### src/rtl/gpio_bank_pkg.sv
package gpio_bank_pkg;
  localparam int ADDR_W = 3;

  typedef enum logic [ADDR_W-1:0] {
    REG_DIR      = 3'd0,
    REG_OUT      = 3'd1,
    REG_IN       = 3'd2,
    REG_STRAP    = 3'd3,
    REG_IRQ_EN   = 3'd4,
    REG_IRQ_STAT = 3'd5,
    REG_PERIPH   = 3'd6
  } reg_addr_e;
endpackage

### src/rtl/gpio_bank_sync.sv
module gpio_bank_sync #(
  parameter int WIDTH  = 16,
  parameter int STAGES = 2
) (
  input  logic             clk_i,
  input  logic             rst_ni,
  input  logic [WIDTH-1:0] d_i,
  output logic [WIDTH-1:0] q_o
);
  logic [WIDTH-1:0] stage_q [STAGES];

  generate
    for (genvar s = 0; s < STAGES; s++) begin : g_stage
      always_ff @(posedge clk_i or negedge rst_ni) begin
        if (!rst_ni) stage_q[s] <= '0;
        else if (s == 0) stage_q[s] <= d_i;
        else stage_q[s] <= stage_q[(s > 0) ? s - 1 : 0];
      end
    end
  endgenerate

  assign q_o = stage_q[STAGES-1];
endmodule

### src/rtl/gpio_bank_strap.sv
module gpio_bank_strap #(
  parameter int WIDTH = 16
) (
  input  logic             clk_i,
  input  logic             rst_ni,
  input  logic [WIDTH-1:0] pins_i,
  output logic [WIDTH-1:0] strap_o
);
  logic armed_q;

  // raw pins sampled once, on the first edge after reset release
  always_ff @(posedge clk_i or negedge rst_ni) begin
    if (!rst_ni) begin
      armed_q <= 1'b0;
      strap_o <= '0;
    end else if (!armed_q) begin
      armed_q <= 1'b1;
      strap_o <= pins_i;
    end
  end
endmodule

### src/rtl/gpio_bank_irq.sv
module gpio_bank_irq #(
  parameter int NUM_IRQ = 4
) (
  input  logic               clk_i,
  input  logic               rst_ni,
  input  logic [NUM_IRQ-1:0] pin_sync_i,
  input  logic [NUM_IRQ-1:0] en_i,
  input  logic [NUM_IRQ-1:0] clr_i,
  output logic [NUM_IRQ-1:0] stat_o,
  output logic               irq_o
);
  logic [NUM_IRQ-1:0] prev_q;
  logic [NUM_IRQ-1:0] change;

  assign change = (pin_sync_i ^ prev_q) & en_i;

  always_ff @(posedge clk_i or negedge rst_ni) begin
    if (!rst_ni) begin
      prev_q <= '0;
      stat_o <= '0;
    end else begin
      prev_q <= pin_sync_i;
      stat_o <= (stat_o & ~clr_i) | change;  // new event wins over clear
    end
  end

  assign irq_o = |stat_o;
endmodule

### src/rtl/gpio_bank_periph_en.sv
module gpio_bank_periph_en (
  input  logic clk_i,
  input  logic rst_ni,
  input  logic pwr_down_i,
  input  logic wr_i,
  input  logic wval_i,
  output logic en_o
);
  always_ff @(posedge clk_i or negedge rst_ni) begin
    if (!rst_ni) en_o <= 1'b0;
    else if (pwr_down_i) en_o <= 1'b0;
    else if (wr_i) en_o <= wval_i;
  end
endmodule

### src/rtl/gpio_bank.sv
module gpio_bank
  import gpio_bank_pkg::*;
#(
  parameter int NUM_PINS = 16,
  parameter int NUM_IRQ  = 4,
  parameter int IRQ_BASE = 0,
  parameter int SYNC_STG = 2
) (
  input  logic                clk_i,
  input  logic                rst_ni,
  input  logic                reg_we_i,
  input  logic [ADDR_W-1:0]   reg_addr_i,
  input  logic [NUM_PINS-1:0] reg_wdata_i,
  input  logic [NUM_PINS-1:0] reg_wmask_i,
  output logic [NUM_PINS-1:0] reg_rdata_o,
  input  logic [NUM_PINS-1:0] dedicated_i,
  input  logic                pwr_down_i,
  input  logic [NUM_PINS-1:0] gpio_i,
  output logic [NUM_PINS-1:0] gpio_o,
  output logic [NUM_PINS-1:0] gpio_oe_o,
  output logic                irq_o,
  output logic                periph_en_o
);
  logic [NUM_PINS-1:0] dir_q, out_q, pin_sync, strap_q, sw_mask;
  logic [NUM_IRQ-1:0]  irq_en_q, irq_stat, irq_clr;
  logic                wr_dir, wr_out, wr_en, wr_stat, wr_per;

  assign wr_dir  = reg_we_i && (reg_addr_i == REG_DIR);
  assign wr_out  = reg_we_i && (reg_addr_i == REG_OUT);
  assign wr_en   = reg_we_i && (reg_addr_i == REG_IRQ_EN);
  assign wr_stat = reg_we_i && (reg_addr_i == REG_IRQ_STAT);
  assign wr_per  = reg_we_i && (reg_addr_i == REG_PERIPH);
  assign sw_mask = reg_wmask_i & ~dedicated_i;
  assign irq_clr = wr_stat ? reg_wdata_i[NUM_IRQ-1:0] : '0;

  always_ff @(posedge clk_i or negedge rst_ni) begin
    if (!rst_ni) begin
      dir_q    <= '0;
      out_q    <= '0;
      irq_en_q <= '0;
    end else begin
      if (wr_dir) dir_q <= (dir_q & ~sw_mask) | (reg_wdata_i & sw_mask);
      if (wr_out) out_q <= (out_q & ~sw_mask) | (reg_wdata_i & sw_mask);
      if (wr_en)
        irq_en_q <= (irq_en_q & ~reg_wmask_i[NUM_IRQ-1:0])
                  | (reg_wdata_i[NUM_IRQ-1:0] & reg_wmask_i[NUM_IRQ-1:0]);
    end
  end

  gpio_bank_sync #(.WIDTH(NUM_PINS), .STAGES(SYNC_STG)) u_sync (
    .clk_i(clk_i), .rst_ni(rst_ni), .d_i(gpio_i), .q_o(pin_sync)
  );

  gpio_bank_strap #(.WIDTH(NUM_PINS)) u_strap (
    .clk_i(clk_i), .rst_ni(rst_ni), .pins_i(gpio_i), .strap_o(strap_q)
  );

  gpio_bank_irq #(.NUM_IRQ(NUM_IRQ)) u_irq (
    .clk_i(clk_i), .rst_ni(rst_ni),
    .pin_sync_i(pin_sync[IRQ_BASE +: NUM_IRQ]),
    .en_i(irq_en_q), .clr_i(irq_clr),
    .stat_o(irq_stat), .irq_o(irq_o)
  );

  gpio_bank_periph_en u_per (
    .clk_i(clk_i), .rst_ni(rst_ni), .pwr_down_i(pwr_down_i),
    .wr_i(wr_per), .wval_i(reg_wdata_i[0]), .en_o(periph_en_o)
  );

  assign gpio_o    = out_q;
  assign gpio_oe_o = dir_q & ~dedicated_i;

  always_comb begin
    reg_rdata_o = '0;
    unique case (reg_addr_i)
      REG_DIR:      reg_rdata_o = dir_q;
      REG_OUT:      reg_rdata_o = out_q;
      REG_IN:       reg_rdata_o = pin_sync & ~dedicated_i;
      REG_STRAP:    reg_rdata_o = strap_q;
      REG_IRQ_EN:   reg_rdata_o[NUM_IRQ-1:0] = irq_en_q;
      REG_IRQ_STAT: reg_rdata_o[NUM_IRQ-1:0] = irq_stat;
      REG_PERIPH:   reg_rdata_o[0] = periph_en_o;
      default:      reg_rdata_o = '0;
    endcase
  end
endmodule

### config.mk
export PLATFORM = sky130hd
export DESIGN_NAME = gpio_bank
export DESIGN_NICKNAME = d
export VERILOG_FILES = /design/src/rtl/gpio_bank_pkg.sv /design/src/rtl/gpio_bank_sync.sv /design/src/rtl/gpio_bank_strap.sv /design/src/rtl/gpio_bank_irq.sv /design/src/rtl/gpio_bank_periph_en.sv /design/src/rtl/gpio_bank.sv
export SDC_FILE = /design/constraint.sdc
export NUM_CORES = 1
export LEC_CHECK = 0
export ABC_AREA = 1
export ABC_CLOCK_PERIOD_IN_PS = 1890
export BUFFER_PORTS_ARGS = -buffer_cell sky130_fd_sc_hd__buf_2
export CAP_MARGIN = 20
export CELL_PAD_IN_SITES_DETAIL_PLACEMENT = 0
export CELL_PAD_IN_SITES_GLOBAL_PLACEMENT = 1
export CORE_MARGIN = 3
export CORE_UTILIZATION = 38
export DETAILED_ROUTE_END_ITERATION = 8
export GPL_TIMING_DRIVEN = 0
export PLACE_DENSITY_LB_ADDON = 0.1
export SLEW_MARGIN = 20
export SYNTH_ARGS = -nofsm -noshare
export SYNTH_HDL_FRONTEND = slang
export SYNTH_SLANG_ARGS = --single-unit
### constraint.sdc
create_clock -name clk_i -period 1.89 [get_ports clk_i]
set_clock_uncertainty 0.15 [all_clocks]
set_input_delay 0.189 -clock clk_i [delete_from_list [all_inputs] [get_ports clk_i]]
set_output_delay 0.189 -clock clk_i [all_outputs]
set_load 0.05 [all_outputs]
# Word level (Yosys, flattened, before mapping)
# Cells that the tools add are included.
[word_totals]
input_bits = 71
register_bits = 94
latch_bits = 0
mem_bits_rw = 0
memories = 0
romBits = 0
output_inout_bits = 50
wordCells = 49
[classes]
n_mux = 6
n_eq_ne = 6
mul = 0
magnitude_cmp = 0
bitwise_logic = 19
addsub = 0
n_shift = 0
n_reduce_logical = 8
n_div = 0
[op_table]
columns = ["cell", "count"]
rows = [
  ["16-bit AND", 6],
  ["12-bit one-hot mux with 4 select lines", 1],
  ["16-bit NOT", 2],
  ["16-bit bitwise OR", 2],
  ["3-bit one-hot mux with 6 select lines", 1],
  ["4-bit AND", 4],
  ["3-bit equality test (second input constant)", 3],
  ["4-bit NOT", 2],
  ["4-bit bitwise OR", 2],
  ["1-bit one-hot mux with 7 select lines", 1],
  ["3-bit by 2-bit equality test with 1-bit output (second input constant)", 2],
  ["1-bit logical AND", 5],
  ["4-bit 2-to-1 mux", 1],
  ["4-bit OR reduction", 1],
  ["4-bit bitwise XOR", 1],
  ["3-bit by 1-bit equality test with 1-bit output (second input constant)", 1],
  ["3-bit logical NOT", 1],
  ["1-bit 2-to-1 mux", 2],
  ["2-bit nonzero test", 1],
]

# Longest topological paths before layout
[logic_depth]
ltp_word = 6
mapped_depth = 9
mapped_depth_nobuf = 7

# Hierarchy
# Synthesis repeated with hierarchy kept, for this count alone.
[unflattened]
hier_cells = 603
area_unflattened_um2 = 4760.8
[by_module_without_submodules]
columns = ["mod", "area_per_inst_um2", "cells_per_inst", "n_inst", "seq_area_each_um2"]
rows = [
  ["gpio_bank", 2780.2, 438, 1, 900.9],
  ["gpio_bank_sync", 920.9, 48, 1, 800.8],
  ["gpio_bank_strap", 673.1, 70, 1, 425.4],
  ["gpio_bank_irq", 341.6, 41, 1, 200.2],
  ["gpio_bank_periph_en", 45.0, 6, 1, 25.0],
]

# Worst setup path after synthesis
# No wires, ideal clock.
[synth_timing]
kind = "input to output"
start = "input port reg_addr_i[1]"
end = "output port reg_rdata_o[10]"
setup_slack_ps = 325
arrival_time_ps = 1226
cell_stages = 9
required_time_ps = 1551
path_buffers = 2
cell_sequence = "buf_6 -> inv_4 -> nand3_2 -> inv_1 -> buf_4 -> nand2_1 -> nand2_1 -> inv_1 -> nand2_1"
[synth_between]
elab_chain_len = 2
word_cells_on_any_way = 5
classes_between = "eq/ne: 3; mux: 1; reduce/logical: 1"
[synth_lines]
columns = ["item", "line_no", "text"]
rows = [
  ["from (decl)", "gpio_bank.sv:12", "input logic [ADDR_W-1:0] reg_addr_i,"],
  ["3-bit by 2-bit equality test with 1-bit output, or another cell as far along", "gpio_bank.sv:75", "unique case (reg_addr_i)"],
  ["12-bit one-hot mux with 4 select lines (*)", "gpio_bank.sv:75", ""],
  ["to (decl)", "gpio_bank.sv:15", "output logic [NUM_PINS-1:0] reg_rdata_o,"],
]
# Mark *: on every way between the ends. The rest lies on a longest branch, timed or not.

# Worst setup path after layout
[layout_timing]
start = "input port reg_addr_i[2]"
end = "output port reg_rdata_o[10]"
# Same word-level chain as after synthesis.

==> flow_summary.ini <==
[setup_path]
path_delay_family = buffers and inverters
rr_endpoint = u_strap.strap_o[11]$_DFFE_PN0N_
cp-end-kind = output port
crit_buf_inv = 4
critPathRequiredTime_ns = 1.55
cp_common_cell = buf_2
cp_max_fo = 10
worstPathArrival_ns = 1.44
ff2ff_path_depth = 3
crit_chain = buf_2, inv_2, nand3_2, buf_4, o21a_1, nand2_1, buf_2
r2r_slack_ns = 0.39
crit_slowest_cell = buf_4
crit_type = in -> out
critPathLaunchType = input pin
slowest_delay_ns = 0.26
reg2reg_from = u_strap.armed_q$_DFF_PN0_

[drt]
viasPerCell = 4.66
first_iter_violations = 201
ant_nets = 0
firstDrtPassIters = 6
wl_per_cell_um = 14.3
drc = 0
vias = 3963
wirelength_um = 12200

[synthesis]
synth_common_cells = nand2_1, dfrtp_1, inv_1, nor2_1, nand3_1
synth_top_area_share_pct = 52.4
yosysMostFrequentCell = nand2_1
synth-seq-cells = 94
synth.largest_area_cell = dfrtp_1
synth_cells = 539
ys_types = 22
ys_seq_area_share_pct = 52.4
synth_area_um2 = 4490
synth-edff-count = 0
ys_warn_count = 0
syn_nets = 610
ys_top_cells_by_area = dfrtp_1, nand2_1, inv_1
synthFlopType = dfrtp_1
async_flop_share_pct = 100
avgSynthCellArea_um2 = 8.33

[clock_tree]
post_cts_buffers = 0
clk_latency_ns = 0.35
cts_tree = built
cts_buffers = 9
clockBufferDepth = 2
cts-root-buf = clkbuf_16
clk_transition_reported_paths_ns = 0.07
htreeDepth = 3
cts.sinks = 94

[power]
p_per_area_nw_per_um2 = 927
power.total_mw = 5.49
p_clk_share_pct = 30.3
p_switching_mw = 1.92
switching_share_pct = 35.1
max-vdd-ir-drop_v = 0.000638
p_comb_share_pct = 25.6
p_seq_share_pct = 44.1
leakage_nw = 3.15
internal-power_mw = 3.56

[cells_and_area]
regArea_um2 = 2350
num-nets-final = 774
final_layout_size_suffix_gt1_share_pct = 25.6
n_fill_cell = 1140
diodes = 0
multi_input_area_um2 = 1720
final_cell_area_um2 = 5920
area_delta_synth_final_pct = 31.9

[timing]
fin_crit_sh_pct = 94.1
setup_viol = 0
tns_ns = 0
finalMaxSlewViolations = 0
hold_viol = 0
rsz0062_at_grt = no
fin_crit_ns = 1.78
max_freq_mhz = 562
hold_slack_ns = 0.0146

[placed_design]
placed_area_um2 = 5290
dp_hpwl_um = 8580
port_buffers = 118
place.gp.congestion = 0.818

[grt]
grt-ovfl-total = 0
antenna_found_initial = 0
grt_max_degree = 49
first_global_vias = 3848
grt_usage_pct = 19.7
grt_pass1_wl_um = 19600

[die]
die_x_um = 115
core_area_um2 = 11500
initial_core_util_pct = 39.1
rows = 39
die_y_um = 115
die-area_um2 = 13200
io_pins = 121

[outcome]
status = completed

[hold_path]
hold_path_depth = 4
hold_class = in -> reg
worstHoldStart = dedicated_i[1]

[job]
drv_cap = 0
[metal layers]
metal | GRT usage [%] | wire (um) | vias up
met5 | 0 | 0 | -
met4 | 5.09 | 159 | 0
met3 | 5.92 | 647 | 10
met2 | 29.8 | 5480 | 104
met1 | 27.6 | 5880 | 1842
li1 | - | - | 2007
[cell usage in the layout (no fill, tap or decap), types with 5 or more instances in the layout]
master | netlist | routed
dfrtp_1 | 94 | 94
o21ai_0 | 26 | 26
clkbuf_16 | 0 | 9
nand4_1 | 20 | 20
nor2_1 | 53 | 53
mux2_2 | 13 | 13
nor2_4 | 11 | 11
o21a_1 | 11 | 11
inv_1 | 75 | 75
dlygate4sd3_1 | 0 | 34
nand2_1 | 170 | 170
nand3_1 | 33 | 33
clkbuf_4 | 0 | 5
buf_2 | 9 | 120
buf_4 | 5 | 5
[how the worst max path moves through the flow]
stage | cells past startpoint | end | from | slack, ns
5_1_grt | 7 | reg_rdata_o[7] | reg_addr_i[2] | 0.01
4_1_cts | 7 | reg_rdata_o[14] | reg_addr_i[2] | 0.04
6_report | 7 | reg_rdata_o[10] | reg_addr_i[2] | 0.11
2_1_floorplan | 9 | reg_rdata_o[10] | reg_addr_i[1] | 0.33
3_3_place_gp | 1 | async pin | rst_ni | -0.52
3_5_place_dp | 7 | reg_rdata_o[14] | reg_addr_i[2] | 0.04
[power groups by stage]
| stage | Clock [mW] | Sequential (mW) | Combinational [mW] |
|---|---|---|---|
| after floorplan | 0 | 2.64 | 0.737 |
| after global placement | 0 | 2.45 | 1.33 |
| after detailed placement | 0 | 2.46 | 1.35 |
| after CTS | 1.73 | 2.42 | 1.41 |
| after global routing | 1.83 | 2.45 | 1.53 |
| final | 1.67 | 2.42 | 1.40 |
[cell families (layout without fill, tap and decap cells)]
family	Yosys count	count (layout)	synth area share, %
AOI/OAI and AO/OA	45	45	5.85
buffers and inverters	95	264	9.25
DFF	94	94	52.4
muxes	13	13	3.26
other	1	1	0.0835
and+or+nand+nor	291	291	29.2
[worst min-delay path: cells and delay by family]
| family | cells | cell delay (ns) |
|---|---|---|
| buf+inv | 1 | 0.10 |
| simple gates | 3 | 0.20 |
[what timing repair did]
action / in CTS / in global routing
endpoints found under the setup margin: 0 / 9
gates resized for setup: 0 / 8
hold buffers: 34 / 0
hold endpoints to repair: 120 / 0
[layout make-up]
cell class,instances,area share (%)
clock buffers,11,3.93
clock inverters,5,0.592
well taps,143,3.02
multi-input cells,350,29.1
repair buffers,153,16.5
inverters,78,4.99
flip-flops and latches,94,39.7
plain buffers,17,2.13
[metrics by stage]
stage	std cells	utilization (%)	worst slack, ns
final	851	51.6	0.112
after global routing	851	51.6	0.0150
after CTS	851	51.5	0.0382
after detailed placement	801	46.2	0.0405
after global placement	800	45.9	-0.521
after floorplan	539	-	0.325
No activity file was read; power rests on OpenSTA's default activity.
